## src/rtl/jdl_pkg.sv

```systemverilog
package jdl_pkg;
  // Lead verdict: too many output periods, or exactly P with phase past the wrap point.
  function automatic logic is_leading(input int unsigned edges,
                                      input int unsigned target,
                                      input logic        top_bit);
    return (edges > target) || ((edges == target) && !top_bit);
  endfunction
endpackage

```

## src/rtl/jdl_ref_sync.sv

```systemverilog
module jdl_ref_sync (
  input  logic clk,
  input  logic rst_n,
  input  logic ref_in,
  output logic sync_pulse
);
  // [0],[1] synchroniser, [2] edge history
  logic [2:0] ref_sh;

  always_ff @(posedge clk) begin
    if (!rst_n) ref_sh <= '0;
    else        ref_sh <= {ref_sh[1:0], ref_in};
  end

  assign sync_pulse = ref_sh[2] & ~ref_sh[1];
endmodule

```

## src/rtl/jdl_phase_acc.sv

```systemverilog
module jdl_phase_acc #(
  parameter int ACC_W = 28
) (
  input  logic             clk,
  input  logic             rst_n,
  input  logic             sync_pulse,
  input  logic [ACC_W-1:0] k_word,
  output logic [ACC_W-1:0] phase,
  output logic             msb_rise
);
  logic msb_q;

  always_ff @(posedge clk) begin
    if (!rst_n) begin
      phase <= '0;
      msb_q <= 1'b0;
    end else begin
      phase <= sync_pulse ? '0 : (phase + k_word);
      msb_q <= phase[ACC_W-1];
    end
  end

  assign msb_rise = phase[ACC_W-1] & ~msb_q;
endmodule

```

## src/rtl/jdl_period_meter.sv

```systemverilog
module jdl_period_meter #(
  parameter int ACC_W      = 28,
  parameter int ERR_BITS   = 12,
  parameter int TARGET_P   = 8,
  parameter int EDGE_CNT_W = 16
) (
  input  logic             clk,
  input  logic             rst_n,
  input  logic             sync_pulse,
  input  logic             msb_rise,
  input  logic [ACC_W-1:0] phase,
  output logic             meas_lead,
  output logic             meas_on_target
);
  localparam logic [EDGE_CNT_W-1:0] P_CNT = EDGE_CNT_W'(TARGET_P);

  function automatic logic [ACC_W-1:0] fold_err(input logic [ACC_W-1:0] ph);
    return ph[ACC_W-1] ? (~ph + 1'b1) : ph;
  endfunction

  logic [EDGE_CNT_W-1:0] edge_cnt, edges_now;
  logic [ACC_W-1:0]      err_mag;
  logic [ERR_BITS-1:0]   err_slice;

  assign edges_now = (edge_cnt == '1) ? edge_cnt : (edge_cnt + EDGE_CNT_W'(msb_rise));

  always_ff @(posedge clk) begin
    if (!rst_n)          edge_cnt <= '0;
    else if (sync_pulse) edge_cnt <= '0;
    else                 edge_cnt <= edges_now;
  end

  assign err_mag        = fold_err(phase);
  assign err_slice      = err_mag[ACC_W-1 -: ERR_BITS];
  assign meas_lead      = jdl_pkg::is_leading(32'(edges_now), 32'(TARGET_P), phase[ACC_W-1]);
  assign meas_on_target = (edges_now == P_CNT) && (err_slice == '0);
endmodule

```

## src/rtl/jdl_sar.sv

```systemverilog
module jdl_sar #(
  parameter int ACC_W = 28
) (
  input  logic             clk,
  input  logic             rst_n,
  input  logic             sync_pulse,
  input  logic             meas_lead,
  input  logic             meas_on_target,
  output logic [ACC_W-1:0] k_word,
  output logic             primed,
  output logic             search_done,
  output logic             locked
);
  localparam int IDX_W = (ACC_W > 1) ? $clog2(ACC_W) : 1;
  localparam logic [IDX_W-1:0] TOP_IDX = IDX_W'(ACC_W - 1);
  localparam logic [ACC_W-1:0] K_RESET = {1'b1, {(ACC_W-1){1'b0}}};

  logic [IDX_W-1:0] bit_idx;
  logic [ACC_W-1:0] k_next;

  always_comb begin
    k_next = k_word;
    if (meas_lead) k_next[bit_idx] = 1'b0;
    if (bit_idx != '0) k_next[bit_idx - 1'b1] = 1'b1;
  end

  always_ff @(posedge clk) begin
    if (!rst_n) begin
      k_word      <= K_RESET;
      bit_idx     <= TOP_IDX;
      primed      <= 1'b0;
      search_done <= 1'b0;
      locked      <= 1'b0;
    end else if (sync_pulse) begin
      if (!primed) begin
        primed <= 1'b1;
      end else if (!search_done) begin
        k_word <= k_next;
        if (bit_idx == '0) search_done <= 1'b1;
        else               bit_idx     <= bit_idx - 1'b1;
      end else begin
        locked <= meas_on_target;
      end
    end
  end
endmodule

```

## src/rtl/jitter_dco_loop.sv

```systemverilog
module jitter_dco_loop #(
  parameter int ACC_W      = 28,
  parameter int ERR_BITS   = 12,
  parameter int TARGET_P   = 8,
  parameter int EDGE_CNT_W = 16
) (
  input  logic             clk,
  input  logic             rst_n,
  input  logic             ref_in,
  output logic             dco_out,
  output logic [ACC_W-1:0] k_word,
  output logic             locked
);
  logic             sync_pulse;
  logic [ACC_W-1:0] phase;
  logic             msb_rise;
  logic             meas_lead;
  logic             meas_on_target;
  logic             primed;
  logic             search_done;

  jdl_ref_sync u_sync (
    .clk(clk), .rst_n(rst_n), .ref_in(ref_in), .sync_pulse(sync_pulse)
  );

  jdl_phase_acc #(.ACC_W(ACC_W)) u_acc (
    .clk(clk), .rst_n(rst_n), .sync_pulse(sync_pulse), .k_word(k_word),
    .phase(phase), .msb_rise(msb_rise)
  );

  jdl_period_meter #(
    .ACC_W(ACC_W), .ERR_BITS(ERR_BITS), .TARGET_P(TARGET_P), .EDGE_CNT_W(EDGE_CNT_W)
  ) u_meter (
    .clk(clk), .rst_n(rst_n), .sync_pulse(sync_pulse), .msb_rise(msb_rise),
    .phase(phase), .meas_lead(meas_lead), .meas_on_target(meas_on_target)
  );

  jdl_sar #(.ACC_W(ACC_W)) u_sar (
    .clk(clk), .rst_n(rst_n), .sync_pulse(sync_pulse), .meas_lead(meas_lead),
    .meas_on_target(meas_on_target), .k_word(k_word), .primed(primed),
    .search_done(search_done), .locked(locked)
  );

  assign dco_out = phase[ACC_W-1];
endmodule

```

## config.mk

```make
export PLATFORM = sky130hd
export DESIGN_NAME = jitter_dco_loop
export DESIGN_NICKNAME = d
export VERILOG_FILES = /design/src/rtl/jdl_pkg.sv /design/src/rtl/jdl_ref_sync.sv /design/src/rtl/jdl_phase_acc.sv /design/src/rtl/jdl_period_meter.sv /design/src/rtl/jdl_sar.sv /design/src/rtl/jitter_dco_loop.sv
export SDC_FILE = /design/constraint.sdc
export NUM_CORES = 1
export LEC_CHECK = 0
export BUFFER_PORTS_ARGS = -buffer_cell sky130_fd_sc_hd__clkbuf_2
export CAP_MARGIN = 20
export CELL_PAD_IN_SITES_DETAIL_PLACEMENT = 1
export CELL_PAD_IN_SITES_GLOBAL_PLACEMENT = 2
export CORE_MARGIN = 3
export CORE_UTILIZATION = 34
export CTS_BUF_LIST = sky130_fd_sc_hd__clkbuf_8
export DETAILED_ROUTE_END_ITERATION = 10
export GPL_TIMING_DRIVEN = 0
export PLACE_DENSITY_LB_ADDON = 0.1
export REMOVE_ABC_BUFFERS = 1
export SYNTH_ARGS = -nofsm -noshare
export SYNTH_HDL_FRONTEND = slang
export SYNTH_SLANG_ARGS = --single-unit
```

## constraint.sdc

```tcl
create_clock -name clk -period 3.2 [get_ports clk]
set_input_delay 0.16 -clock clk [delete_from_list [all_inputs] [get_ports clk]]
set_output_delay 0.16 -clock clk [all_outputs]
set_load 0.02 [all_outputs]
```

==> run summary, run 1 <==
## STA
• **final clock period utilization by the worst path** 0.9443
• **Fmax** 330.9 MHz
• **Final Skew** 0.007172 ns
• **Min Clock Period, post-route** 3.022 ns
• **tightest hold margin** 0.4278 ns
• **normalized max-slew margin** 0.4813
• **minimum setup slack in the final design** 0.1783 ns
• **final-report max-slew violation count** 0
• **endpoints failing hold** 0
• **number of endpoints failing setup at the final stage** 0
• **setup repair after global routing missed its margin** false
• **pin slew with the least headroom to its limit** 0.7720 ns
• **setup TNS** 0 ns

## Setup path
• **cell count of the worst reg-to-reg path** 8
• **Slowest cell on crit path** or3_4
• **Critical Path AT** 3.33 ns
• **Crit path max-delay family** simple AND/OR/NAND/NOR gates
• **slack of the worst reg-to-reg path** 0.18 ns
• **CP max FO** 9
• **startpoint class of the critical path** register
• **Crit Reg-Reg Endpoint** u_sar.k_word[24]
• **Buffers & Inverters on Critical Path** 0
• **endpoint required time on the critical path** 3.51 ns
• **Setup crit end kind** register
• **reg-to-reg critical path startpoint** u_meter.edge_cnt[2]
• **crit path kind** register to register
• **crit-path cells** and4_1 > or3b_1 > o211ai_1 > mux2i_1 > nand4_1 > or3_4 > and3_4 > a31oi_4
• **slowest stage delay, CP** 0.51 ns

## Route
• **Iter 0 DRT Violations** 230
• **post-DR wirelength/cell** 18.54 µm
• **Detail Route Antenna Nets** 0
• **detailed-router iteration count before antenna repair** 4
• **via count** 4686
• **average via count per standard cell** 5.552
• **total wirelength of the detailed-routed design** 15650 µm
• **detailed-route DRC error count** 0

## Finish
• **NumNets Final** 693
• **fill count** 1766
• **post-route standard cell area excluding fillers** 5719 µm²
• **fraction of layout instances using a drive strength above 1** 0.1439
• **layout overhead on the synthesized area** 12.03%
• **diode count** 0
• **share of the core filled with cells in the final layout** 0.3920

## Global route
• **number of global-route vias before repair** 4826
• **wire length of the first global-routing pass** 25860 µm
• **Congestion Overflow GR** 0
• **Total GRT Usage** 0.1974
• **largest net degree at the start of global routing** 40
• **initial antenna violation count** 0

## Die
• **Die Y-Extent** 128.5 µm
• **overall die width** 128.5 µm
• **number of standard-cell rows in the floorplan** 44
• **total I/O pin count** 33
• **core region area** 14590 µm²
• **area of the die** 16520 µm²
• **initial core utilization** 0.3499

## Logic synthesis
• **post-synthesis instance area** 5105 µm²
• **count of flip-flops with a built-in enable after synthesis** 0
• **sequential area share after synthesis** 0.3294
• **Mean Syn Cell Area** 8.103 µm²
• **number of instances in the synthesized netlist** 630
• **synthesized flop and latch total** 84
• **most common cell in the synthesized netlist** nor2_1
• **main flop type after synthesis** dfxtp_1
• **count of cell types in the netlist** 71
• **most frequent cells after synthesis** nor2_1 (104), dfxtp_1 (84), o21ai_0 (48)
• **proportion of netlist area held by the largest area contributor** 0.3294
• **FFs w/ async S/R, synth** 0
• **largest cells by area after synthesis** dfxtp_1 (33%), ha_1 (8.3%), nor2_1 (7.6%), o21ai_0 (4.7%), o221a_2 (3.5%)
• **warning count from the yosys run** 0
• **Synth area leader** dfxtp_1

## CTS
• **number of H-tree levels** 3
• **total clock buffers created by CTS** 9
• **clock insertion delay at the later pin of the skew report** 0.38 ns
• **clock sink count** 84
• **CTS clk-pin slew, worst paths** 0.09 ns
• **Longest Clk Path Bufs** 2
• **TritonCTS clock tree** yes
• **Root Driver** clkbuf_8

## Placement
• **placed inst area** 5419 µm²
• **DP Wirelength** 11900 µm
• **Port Buffer Count** 32
• **GPL Wtd Cong** 0.8207
• **Worst Setup Slack post-DPL** -0.5920 ns

## Run status
• **result of the run** finished, final reports clean

## Flow run
• **max capacitance violation total** 0

## Min path
• **classification of the worst-slack hold path** input pin to register
• **Hold Startpoint** rst_n
• **number of instances on the worst hold path** 2
• **capture endpoint of the worst hold path** u_sar.bit_idx[4]

## Power and ir drop
• **total power divided by cell area** 332.3 nW/µm²
• **Max IR drop VDD** 0.2367 mV
• **LEAKAGE** 2.320 nW

per-stage QoR:
| stage | total power, W | instances |
|---|---|---|
| finish | 0.001901 | 844 |
| global route | 0.001994 | 844 |
| CTS | 0.001935 | 843 |
| detailed placement | 0.001161 | 825 |
| global placement | 0.001153 | 823 |
| floorplan | 0.001124 | 607 |
cell families after synthesis:
family	Yosys count	synth area share
simple gates	258	0.2449
compound gates	172	0.2412
flops	84	0.3294
buf+inv	48	0.03995
fa+ha+maj	35	0.08726
xor+xnor	30	0.05147
mux	3	0.005883
cells in the final DEF, fill, tap and decap left out, drive strengths merged, types with 9 or more instances in the layout:
cell / count
nand3: 14
nor3: 18
clkbuf: 41
nand4: 10
xor2: 17
ha: 34
a21oi: 27
nor4: 9
o21ai: 51
a21o: 11
inv: 27
a31oi: 10
nor2b: 9
nand2: 47
nor2: 104
xnor2: 13
o221a: 16
and3: 10
a211oi: 9
and2: 10
dfxtp: 84
where the power goes:
part	switching, W	total [W]	internal (W)
Combinational	0.0000516	0.0000789	0.0000273
Clock	0.000410	0.000762	0.000351
Sequential	0.00000792	0.00106	0.00105
Total	0.000470	0.00190	0.00143
flip-flops by register name, indices dropped and copies added, names as in the netlist:
register           cells
u_acc.msb_q            1
u_sar.search_done      1
u_sar.locked           1
u_sar.bit_idx          5
u_acc.phase           28
u_sar.k_word          28
u_meter.edge_cnt      16
u_sar.primed           1
u_sync.ref_sh          3
worst max path at each step:
stage	startpoint	end	slack, ns	depth (start not counted)
6_report	u_meter.edge_cnt[2]	u_sar.k_word[24]	0.18	8
3_3_place_gp	u_acc.phase[27]	u_sar.k_word[1]	-0.58	12
3_5_place_dp	u_acc.phase[27]	u_sar.k_word[5]	-0.59	12
4_1_cts	u_acc.phase[0]	u_acc.phase[24]	0.08	11
2_1_floorplan	u_acc.phase[27]	u_sar.k_word[24]	0.01	12
5_1_grt	u_meter.edge_cnt[2]	u_sar.k_word[24]	0.00008	8
repair_timing:
item / CTS / global route
endpoints found under the hold margin: 1 / 0
hold buffers: 1 / 0
pin swaps: 0 / 5
endpoints found under the setup margin: 30 / 31
buffers inserted: 1 / 1
gates resized for setup: 9 / 8
per-layer routing:
layer	GRT usage	part of all wire	up-vias
met5	0	0	-
met4	0.03397	0.0066	0
met3	0.04110	0.020	6
met2	0.3175	0.46	35
met1	0.2777	0.51	2305
li1	-	-	2340
area by class of cell:
type | count | area, µm² | share of cell area
Sequential cell | 84 | 1685 | 0.2947
Multi-Input combinational cell | 498 | 3309 | 0.5786
Clock buffer | 9 | 123.9 | 0.02166
Timing Repair Buffer | 37 | 216.5 | 0.03785
Inverter | 25 | 93.84 | 0.01641
Tap cell | 184 | 230.2 | 0.04025
Clock inverter | 7 | 60.06 | 0.01050
(Power assumes the default switching activity.)
==> inputs of run 2 (changes only) <==
--- a/config.mk
+++ b/config.mk
@@ -14,7 +14,7 @@
 export CTS_BUF_LIST = sky130_fd_sc_hd__clkbuf_8
 export DETAILED_ROUTE_END_ITERATION = 10
 export GPL_TIMING_DRIVEN = 0
-export PLACE_DENSITY_LB_ADDON = 0.1
+export PLACE_DENSITY = 0.79
 export REMOVE_ABC_BUFFERS = 1
 export SYNTH_ARGS = -nofsm -noshare
 export SYNTH_HDL_FRONTEND = slang
==> run summary, run 2 (synthesized netlist as in run 1, its figures left out) <==
## STA
• **normalized max-slew margin** 0.4426
• **number of endpoints failing setup at the final stage** 0
• **final-report max-slew violation count** 0
• **Fmax** 333.8 MHz
• **endpoints failing hold** 0
• **Min Clock Period, post-route** 2.996 ns
• **Final Skew** 0.01262 ns
• **pin slew with the least headroom to its limit** 0.8361 ns
• **final clock period utilization by the worst path** 0.9362

## Finish
• **fraction of layout instances using a drive strength above 1** 0.1457
• **biggest registers after layout** u_acc.phase: 28 flops, u_sar.k_word: 28 flops, u_meter.edge_cnt: 16 flops
• **post-route standard cell area excluding fillers** 5699 µm²
• **NumNets Final** 694
• **highest-count cells in the layout ignoring fill and taps** nor2_1 (104), dfxtp_1 (82), o21ai_0 (48)
• **number of non-filler instances in the completed layout** 843
• **most common library cell in the layout ignoring fill and taps** nor2_1
• **layout overhead on the synthesized area** 11.64%
• **diode count** 0
• **fill count** 1768

## Flow run
• **max capacitance violation total** 0

## Min path
• **classification of the worst-slack hold path** register to register

## Route
• **via count** 4745
• **average via count per standard cell** 5.629
• **Iter 0 DRT Violations** 265
• **total wirelength of the detailed-routed design** 15310 µm
• **Detail Route Antenna Nets** 0
• **post-DR wirelength/cell** 18.16 µm
• **detailed-router iteration count before antenna repair** 4
• **detailed-route DRC error count** 0

## Setup path
• **slowest stage delay, CP** 0.51 ns
• **Critical Path AT** 3.32 ns
• **Setup crit end kind** register
• **crit-path cells** ha_1 > inv_1 > fa_1 > nor2b_1 > o31a_1 > o31ai_2 > nand2_1 > a221oi_2 > o21ai_1 > or4_1 > nand3_1
• **startpoint class of the critical path** register
• **CP max FO** 4
• **slack of the worst reg-to-reg path** 0.20 ns
• **Slowest cell on crit path** or4_1
• **endpoint required time on the critical path** 3.52 ns
• **crit path kind** register to register

## Placement
• **GPL Wtd Cong** 0.8255
• **DP Wirelength** 11460 µm
• **placed inst area** 5419 µm²
• **number of placed instances, taps included** 825
• **Port Buffer Count** 32

## Power and ir drop
• **clock share of power** 0.409
• **sequential cell fraction of total power** 0.551
• **total power divided by cell area** 337.7 nW/µm²
• **internal power summed over all cells** 0.001453 W
• **switching power** 0.0004718 W
• **Max IR drop VDD** 0.2526 mV
• **LEAKAGE** 2.319 nW
• **logic gate share of total power** 0.041
• **switching power as a share of total power** 0.2451
• **total power consumption of the routed design** 0.001925 W

## Global route
• **wire length of the first global-routing pass** 25090 µm
• **initial antenna violation count** 0
• **Total GRT Usage** 0.1907
• **largest net degree at the start of global routing** 40
• **number of global-route vias before repair** 4740
• **Congestion Overflow GR** 0

## CTS
• **number of H-tree levels** 3
• **CTS clk-pin slew, worst paths** 0.09 ns
• **clock sink count** 84
• **total clock buffers created by CTS** 9
• **Root Driver** clkbuf_8
• **Longest Clk Path Bufs** 2
• **TritonCTS clock tree** yes
• **clock insertion delay at the later pin of the skew report** 0.38 ns

## Run status
• **result of the run** finished, final reports clean

## Die
• **core region area** 14590 µm²
• **overall die width** 128.5 µm
• **total I/O pin count** 33
• **Die Y-Extent** 128.5 µm
• **number of standard-cell rows in the floorplan** 44
• **initial core utilization** 0.3499
• **area of the die** 16520 µm²

==> run 2: metal layers <==
layer,vias up,track usage,share of wire
met3,14,0.04608,0.035
li1,2340,-,-
met1,2326,0.2577,0.49
met2,65,0.3049,0.46
met5,-,0,0
met4,0,0.05250,0.012
==> run 2: final timing paths <==
kind               startpoint                to  cells past startpoint
min          u_sync.ref_sh[0]  u_sync.ref_sh[1]                      1
max            u_acc.phase[0]   u_acc.phase[24]                     11
max reg2reg    u_acc.phase[0]   u_acc.phase[24]                     11
min reg2reg  u_sync.ref_sh[0]  u_sync.ref_sh[1]                      1
==> run 2: what timing repair did <==
| action | in CTS | in global routing |
|---|---|---|
| pin swaps | 0 | 5 |
| hold endpoints to repair | 1 | 0 |
| gates resized for setup | 9 | 5 |
| hold buffers | 1 | 0 |
| setup buffers | 1 | 2 |
| setup endpoints to repair | 28 | 31 |
==> run 2: worst max-delay path: cells and delay by family, from the launching register on <==
kind | cells | cell delay, ns
AOI/OAI and AO/OA | 4 | 1.20
adders and majority gates | 2 | 0.42
buffers and inverters | 1 | 0.08
DFF | 1 | 0.35
and+or+nand+nor | 4 | 0.88
==> run 2: layout make-up <==
type / instances / area, µm² / share of cell area
Multi-Input combinational cell: 498 / 3276 / 0.5748
Clock inverter: 4 / 51.30 / 0.009001
Clock buffer: 10 / 137.6 / 0.02415
Tap cell: 184 / 230.2 / 0.04040
Timing Repair Buffer: 38 / 224.0 / 0.03930
Inverter: 25 / 93.84 / 0.01647
Sequential cell: 84 / 1687 / 0.2959
==> run 2: power by group through the flow <==
| stage | Sequential, W | Combinational (W) | Clock [W] |
|---|---|---|---|
| floorplan | 0.00109 | 0.0000388 | 0 |
| global placement | 0.00109 | 0.0000640 | 0 |
| detailed placement | 0.00109 | 0.0000719 | 0 |
| CTS | 0.00106 | 0.0000790 | 0.000816 |
| global route | 0.00106 | 0.0000877 | 0.000864 |
| finish | 0.00106 | 0.0000782 | 0.000787 |
==> run 2: through the flow <==
stage | util | worst slack [ns] | TNS (ns) | hold slack [ns]
after global routing | 0.3907 | -0.004166 | -0.004166 | 0.4763
after CTS | 0.3883 | 0.007029 | 0 | 0.4439
after detailed placement | 0.3714 | -0.6655 | -16.07 | 0.3898
final | 0.3907 | 0.2042 | 0 | 0.4410
after floorplan | - | 0.01001 | 0 | 0.2219
after global placement | 0.3691 | -0.6013 | -14.46 | 0.3712
